$ cat src/rtl/lpm_pkg.sv
package lpm_pkg;
  localparam int LPM_MODE_W = 2;

  typedef enum logic [2:0] {
    ST_RUN,
    ST_IDLE,
    ST_STBY,
    ST_HALT,
    ST_WOSC,
    ST_WCLK
  } lpm_state_e;

  // {osc, clkin, sysclk, sleeping}
  function automatic logic [3:0] en_of(input lpm_state_e s);
    case (s)
      ST_RUN:  return 4'b1110;
      ST_IDLE: return 4'b1111;
      ST_STBY: return 4'b1001;
      ST_HALT: return 4'b0001;
      ST_WOSC: return 4'b1001;
      ST_WCLK: return 4'b1101;
      default: return 4'b1110;
    endcase
  endfunction

  function automatic lpm_state_e sleep_of(input logic [LPM_MODE_W-1:0] m);
    if (m[1])      return ST_HALT;
    else if (m[0]) return ST_STBY;
    else           return ST_IDLE;
  endfunction
endpackage

$ cat src/rtl/lpm_cfg_regs.sv
module lpm_cfg_regs #(
  parameter int DATA_W = 32,
  parameter int QUAL_W = 6
) (
  input  logic                          clk,
  input  logic                          rst,
  input  logic                          we,
  input  logic                          addr,
  input  logic [DATA_W-1:0]             wdata,
  output logic [lpm_pkg::LPM_MODE_W-1:0] mode,
  output logic [QUAL_W-1:0]             qual,
  output logic [DATA_W-1:0]             mask
);
  localparam int MW = lpm_pkg::LPM_MODE_W;

  always_ff @(posedge clk) begin
    if (rst) begin
      mode <= '0;
      qual <= '0;
      mask <= '0;
    end else if (we) begin
      if (!addr) begin
        mode <= wdata[MW-1:0];
        qual <= wdata[MW+QUAL_W-1:MW];
      end else begin
        mask <= wdata;
      end
    end
  end
endmodule

$ cat src/rtl/lpm_wake_qual.sv
module lpm_wake_qual #(
  parameter int QUAL_W = 6
) (
  input  logic              clk,
  input  logic              rst,
  input  logic              arm,
  input  logic              hit,
  input  logic [QUAL_W-1:0] limit,
  output logic              ok
);
  localparam int CW = QUAL_W + 1;

  logic [CW-1:0] run_len;

  assign ok = arm && hit && (run_len == (CW'(limit) + CW'(1)));

  always_ff @(posedge clk) begin
    if (rst || !arm || !hit) run_len <= '0;
    else if (!ok)            run_len <= run_len + CW'(1);
  end
endmodule

$ cat src/rtl/lpm_wake_mux.sv
module lpm_wake_mux
  import lpm_pkg::*;
(
  input  lpm_state_e st,
  input  logic       int_pend,
  input  logic       nmi,
  input  logic       wdog_int,
  input  logic       dbg_wake,
  input  logic       gpio_hit,
  input  logic       gpio_ok,
  output logic       wake
);
  always_comb begin
    case (st)
      ST_IDLE: wake = int_pend | wdog_int | nmi;
      ST_STBY: wake = wdog_int | nmi | dbg_wake | gpio_ok;
      ST_HALT: wake = nmi | dbg_wake | gpio_hit;
      default: wake = 1'b0;
    endcase
  end
endmodule

$ cat src/rtl/lpm_wake_ctrl.sv
module lpm_wake_ctrl
  import lpm_pkg::*;
#(
  parameter int GPIO_W = 32,
  parameter int QUAL_W = 6
) (
  input  logic              clk,
  input  logic              rst,
  input  logic              idle_req,
  input  logic              cfg_we,
  input  logic              cfg_addr,
  input  logic [GPIO_W-1:0] cfg_wdata,
  input  logic [GPIO_W-1:0] gpio_in,
  input  logic              int_pend,
  input  logic              nmi,
  input  logic              ext_rst,
  input  logic              wdog_int,
  input  logic              dbg_wake,
  output logic              osc_en,
  output logic              clkin_en,
  output logic              sysclk_en,
  output logic              sleeping
);
  logic [LPM_MODE_W-1:0] mode_q;
  logic [QUAL_W-1:0]     qual_q;
  logic [GPIO_W-1:0]     sel_q;
  logic                  gpio_hit, gpio_ok, wake;
  lpm_state_e            st_q, st_d;

  lpm_cfg_regs #(.DATA_W(GPIO_W), .QUAL_W(QUAL_W)) u_regs (
    .clk(clk), .rst(rst), .we(cfg_we), .addr(cfg_addr), .wdata(cfg_wdata),
    .mode(mode_q), .qual(qual_q), .mask(sel_q)
  );

  assign gpio_hit = |(gpio_in & sel_q);

  lpm_wake_qual #(.QUAL_W(QUAL_W)) u_qual (
    .clk(clk), .rst(rst), .arm(st_q == ST_STBY), .hit(gpio_hit),
    .limit(qual_q), .ok(gpio_ok)
  );

  lpm_wake_mux u_mux (
    .st(st_q), .int_pend(int_pend), .nmi(nmi), .wdog_int(wdog_int),
    .dbg_wake(dbg_wake), .gpio_hit(gpio_hit), .gpio_ok(gpio_ok), .wake(wake)
  );

  always_comb begin
    st_d = st_q;
    if (ext_rst) st_d = ST_RUN;
    else begin
      case (st_q)
        ST_RUN:  if (idle_req) st_d = sleep_of(mode_q);
        ST_IDLE: if (wake) st_d = ST_RUN;
        ST_STBY: if (wake) st_d = ST_WCLK;
        ST_HALT: if (wake) st_d = ST_WOSC;
        ST_WOSC: st_d = ST_WCLK;
        ST_WCLK: st_d = ST_RUN;
        default: st_d = ST_RUN;
      endcase
    end
  end

  always_ff @(posedge clk) begin
    if (rst) begin
      st_q <= ST_RUN;
      {osc_en, clkin_en, sysclk_en, sleeping} <= 4'b1110;
    end else begin
      st_q <= st_d;
      {osc_en, clkin_en, sysclk_en, sleeping} <= en_of(st_d);
    end
  end
endmodule

$ cat config.mk
export PLATFORM = sky130hd
export DESIGN_NAME = lpm_wake_ctrl
export DESIGN_NICKNAME = d
export VERILOG_FILES = /design/src/rtl/lpm_pkg.sv /design/src/rtl/lpm_cfg_regs.sv /design/src/rtl/lpm_wake_qual.sv /design/src/rtl/lpm_wake_mux.sv /design/src/rtl/lpm_wake_ctrl.sv
export SDC_FILE = /design/constraint.sdc
export NUM_CORES = 1
export LEC_CHECK = 0
export ABC_AREA = 1
export BUFFER_PORTS_ARGS = -buffer_cell sky130_fd_sc_hd__buf_2
export CAP_MARGIN = 20
export CORE_AREA = 4 4 63 88
export DETAILED_ROUTE_END_ITERATION = 8
export DIE_AREA = 0 0 67 92
export PLACE_DENSITY = 0.9
export REMOVE_ABC_BUFFERS = 1
export SKIP_CTS_REPAIR_TIMING = 1
export SYNTH_ARGS = -nofsm -noshare
export SYNTH_HDL_FRONTEND = slang
export SYNTH_SLANG_ARGS = --single-unit
export TNS_END_PERCENT = 50
$ cat constraint.sdc
create_clock -name clk -period 3.9 [get_ports clk]
set_clock_uncertainty 0.15 [all_clocks]
set_input_delay 0 -clock clk [delete_from_list [all_inputs] [get_ports clk]]
set_output_delay 0 -clock clk [all_outputs]
set_load 0.05 [all_outputs]
==> out/qor.json <==
{
  "postSynthCellCount": 391,
  "cts_tree": "done",
  "synth_largest_area_cell": "sky130_fd_sc_hd__dfxtp_1",
  "critPathLaunchType": "flop",
  "synth_top_cells_by_count": "104 x sky130_fd_sc_hd__nor2_1, 92 x sky130_fd_sc_hd__nand2_1, 54 x sky130_fd_sc_hd__dfxtp_1",
  "crit_path_slowest_cell": "sky130_fd_sc_hd__dlygate4sd3_1",
  "dominantRegCellSynth": "sky130_fd_sc_hd__dfxtp_1",
  "leakagePower_nw": 1.62,
  "drt_iter0_markers": 250,
  "timing.setup.tns_ns": 0,
  "drv_cap": 0,
  "fraction_of_the_core_area_covered_by_cells_at_the_end_of_the_flow_pct": 72.7,
  "cts_num_sinks": 54,
  "worstPathCellList": "ha_1 -> nand2_1 -> nor2_1 -> nand2_1 -> nand2_1 -> nand3_1 -> nor2_1 -> nand2_1 -> nand4_1 -> nand2_1 -> nand2_1 -> nor2_1 -> dlygate4sd3_1",
  "place.port_buffers": 77,
  "grt_antenna_before_repair": 0,
  "worst_setup_hold_path_clk_slew_ns": 0.10,
  "drt_first_pass_iters": 5,
  "antenna-diode-count": 0,
  "timing.final.ws_setup_ns": 1.42,
  "failed_checks": "hold timing",
  "synth.ff_latch_count": 54,
  "setup_viol": 0,
  "rrSetupSlack_ns": 1.42,
  "placement.setup.worst_slack_ns": 1.84,
  "routed_wl_met3_um": 518,
  "finalWeightedCongestion": 0.861,
  "critical_path.n_buffers_inverters": 1,
  "die_height_um": 92,
  "worst-endpoint-required_ns": 3.95,
  "placementRows": 30,
  "synthMostInstantiatedCell": "sky130_fd_sc_hd__nor2_1",
  "met1_wire_length_mm": 2.89,
  "slew-limit-headroom_pct": 28.6,
  "tightest_slew_ns": 1.07,
  "ctsHtreeMaxLevel": 2,
  "drc": 0,
  "cell_at_the_root_of_the_clock_tree": "sky130_fd_sc_hd__clkbuf_8",
  "synth.yosys.seq_area_share_pct": 42.3,
  "grt_overflow_total": 0,
  "report.final.hold_viol_count": 3,
  "largest_net_degree_at_the_start_of_global_routing": 45,
  "power_density_nw_per_um2": 348,
  "route.vias.total": 2930,
  "synth.top_cells.by_area": "sky130_fd_sc_hd__dfxtp_1 42%, sky130_fd_sc_hd__nor2_1 15%, sky130_fd_sc_hd__nand2_1 14%",
  "synthToLayoutAreaGrowth_pct": 35.6,
  "ff_to_ff_path_depth": 13,
  "finalWirelength_mm": 7.56,
  "worstSetupPathDepth": 13,
  "final_period_minus_worst_setup_slack_ns": 2.48,
  "status": "complete, but fails checks",
  "cp_top_family": "simple AND/OR/NAND/NOR gates",
  "worst_ep_arrival_time_ns": 2.53,
  "finalNetCount": 577,
  "final-seq-area_um2": 1080,
  "final.fill_count": 354,
  "highest_layer_used_for_signal_routing": "met4",
  "post_synthesis_adder_cell_area_fraction_pct": 0.979,
  "synth-edff-count": 0,
  "ys.warnings.count": 0,
  "synth_top_family_by_area": "simple AND/OR/NAND/NOR gates",
  "synth_xor_area_share_pct": 1.71,
  "tritoncts.num_buffers": 5,
  "setup.worst_path.end_class": "flop",
  "cp_common_cell": "sky130_fd_sc_hd__nand2_1",
  "worst_hold_slack_ns": -0.0354,
  "die_x_um": 67,
  "grt_first_pass_wirelength_mm": 9.78,
  "clock_insertion_delay_worst_skew_ns": 0.32,
  "critical_path.max_stage_delay_ns": 0.54,
  "post_synthesis_compound_gate_area_fraction_pct": 12.9,
  "met2RoutedLength_mm": 3.94,
  "wl_per_cell_um": 13.3,
  "drtAntennaViolNets": 0,
  "core_area_um2": 4770,
  "initial_core_util_pct": 53.6,
  "multi_input_area_um2": 1330,
  "worstSetupPathType": "flop to flop",
  "slew_violations": 0,
  "dp_hpwl_mm": 4.63,
  "ir_worst_vdd_mv": 0.241,
  "first_global_vias": 2504,
  "post_synth_mux_area_share_pct": 0,
  "min_delay_path_depth": 4,
  "cts.path.max_buffers": 2,
  "synthDominantCellAreaShare_pct": 42.3,
  "critical_path.max_fanout": 4,
  "setup_repair_after_global_routing_missed_its_margin": "no",
  "layout_worst_path_cycle_share_pct": 63.6,
  "share_of_synthesized_cell_area_in_and_or_nand_and_nor_gates_pct": 36.5,
  "synth-async-reset-ratio_pct": 0,
  "layout-drive-gt1-share_pct": 19.3,
  "mappedNetlistArea_um2": 2560,
  "synth.lib_cells_used.distinct": 25,
  "worstHoldPathType": "input pin to flop",
  "grt_usage_pct": 20.0,
  "viasPerCell": 5.18,
  "max_freq_mhz": 403,
  "syn-mean-instance-area_um2": 6.54,
  "pin_count": 78,
  "dieArea_um2": 6160
}
## cell usage in the layout, fill, tap and decap left out, types with 4 or more instances in the layout
cell and n:
sky130_fd_sc_hd__nor2_1 104, sky130_fd_sc_hd__nand2_1 92, sky130_fd_sc_hd__clkbuf_8 5, sky130_fd_sc_hd__dlygate4sd3_1 37
sky130_fd_sc_hd__nor3_1 4, sky130_fd_sc_hd__nand2_2 6, sky130_fd_sc_hd__a21oi_1 10, sky130_fd_sc_hd__nand4_1 5
sky130_fd_sc_hd__nand3_1 13, sky130_fd_sc_hd__dfxtp_1 54, sky130_fd_sc_hd__o21ai_0 43, sky130_fd_sc_hd__inv_1 27
sky130_fd_sc_hd__buf_2 77
## worst paths after layout
kind,from,end
worst max-delay path,u_regs.qual[0]$_SDFFE_PP0P_,st_q[1]$_SDFF_PP0_
worst min-delay path,cfg_addr,u_regs.qual[4]$_SDFFE_PP0P_
worst max register to register,u_regs.qual[0]$_SDFFE_PP0P_,st_q[1]$_SDFF_PP0_
worst min register to register,u_regs.mask[19]$_SDFFE_PP0P_,u_regs.mask[19]$_SDFFE_PP0P_
## flip-flops by register name, summed over array words and instances (netlist names)
name            flops
sleeping            1
u_regs.qual         6
u_regs.mode         2
u_qual.run_len      7
st_q                3
sysclk_en           1
u_regs.mask        32
clkin_en            1
osc_en              1
## metal layers
metal / up-vias / global-route usage, %
li1: 1462 / -
met1: 1317 / 20.4
met2: 130 / 38.6
met3: 21 / 3.43
met4: 0 / 6.77
met5: - / 0
## final cells by class
class | count | share of cell area, %
Sequential cell | 54 | 31.2
Timing Repair Buffer | 114 | 21.8
Clock inverter | 3 | 1.41
Multi-Input combinational cell | 299 | 38.4
Tap cell | 64 | 2.31
Clock buffer | 5 | 1.98
Inverter | 27 | 2.92
## tightest hold or removal path, delay by kind of cell
family | cells | cell delay, ns
compound gates | 1 | 0.16
simple gates | 2 | 0.14
buf+inv | 1 | 0.09
## metrics by stage
step	hold slack [ns]	cells	instance area (µm²)	total power, mW
after floorplan	-0.0781	380	2510	0.719
after global placement	0.0824	521	2980	0.780
after detailed placement	0.0854	521	2980	0.787
after CTS	-0.248	529	3100	1.17
after global routing	0.0247	566	3470	1.26
final	-0.0354	566	3470	1.21
## cells by family (layout without fill, tap and decap cells)
group           after synthesis  in the layout
compound gates               62             62
xor+xnor                      5              5
fa+ha+maj                     2              2
buf+inv                      38            149
flops                        54             54
simple gates                230            230
## where the power goes
part / total (mW) / switching, mW / internal, mW
clock: 0.390 / 0.194 / 0.196
combinational: 0.213 / 0.117 / 0.0957
sequential: 0.603 / 0.0205 / 0.583
(Power assumes the default switching activity.)
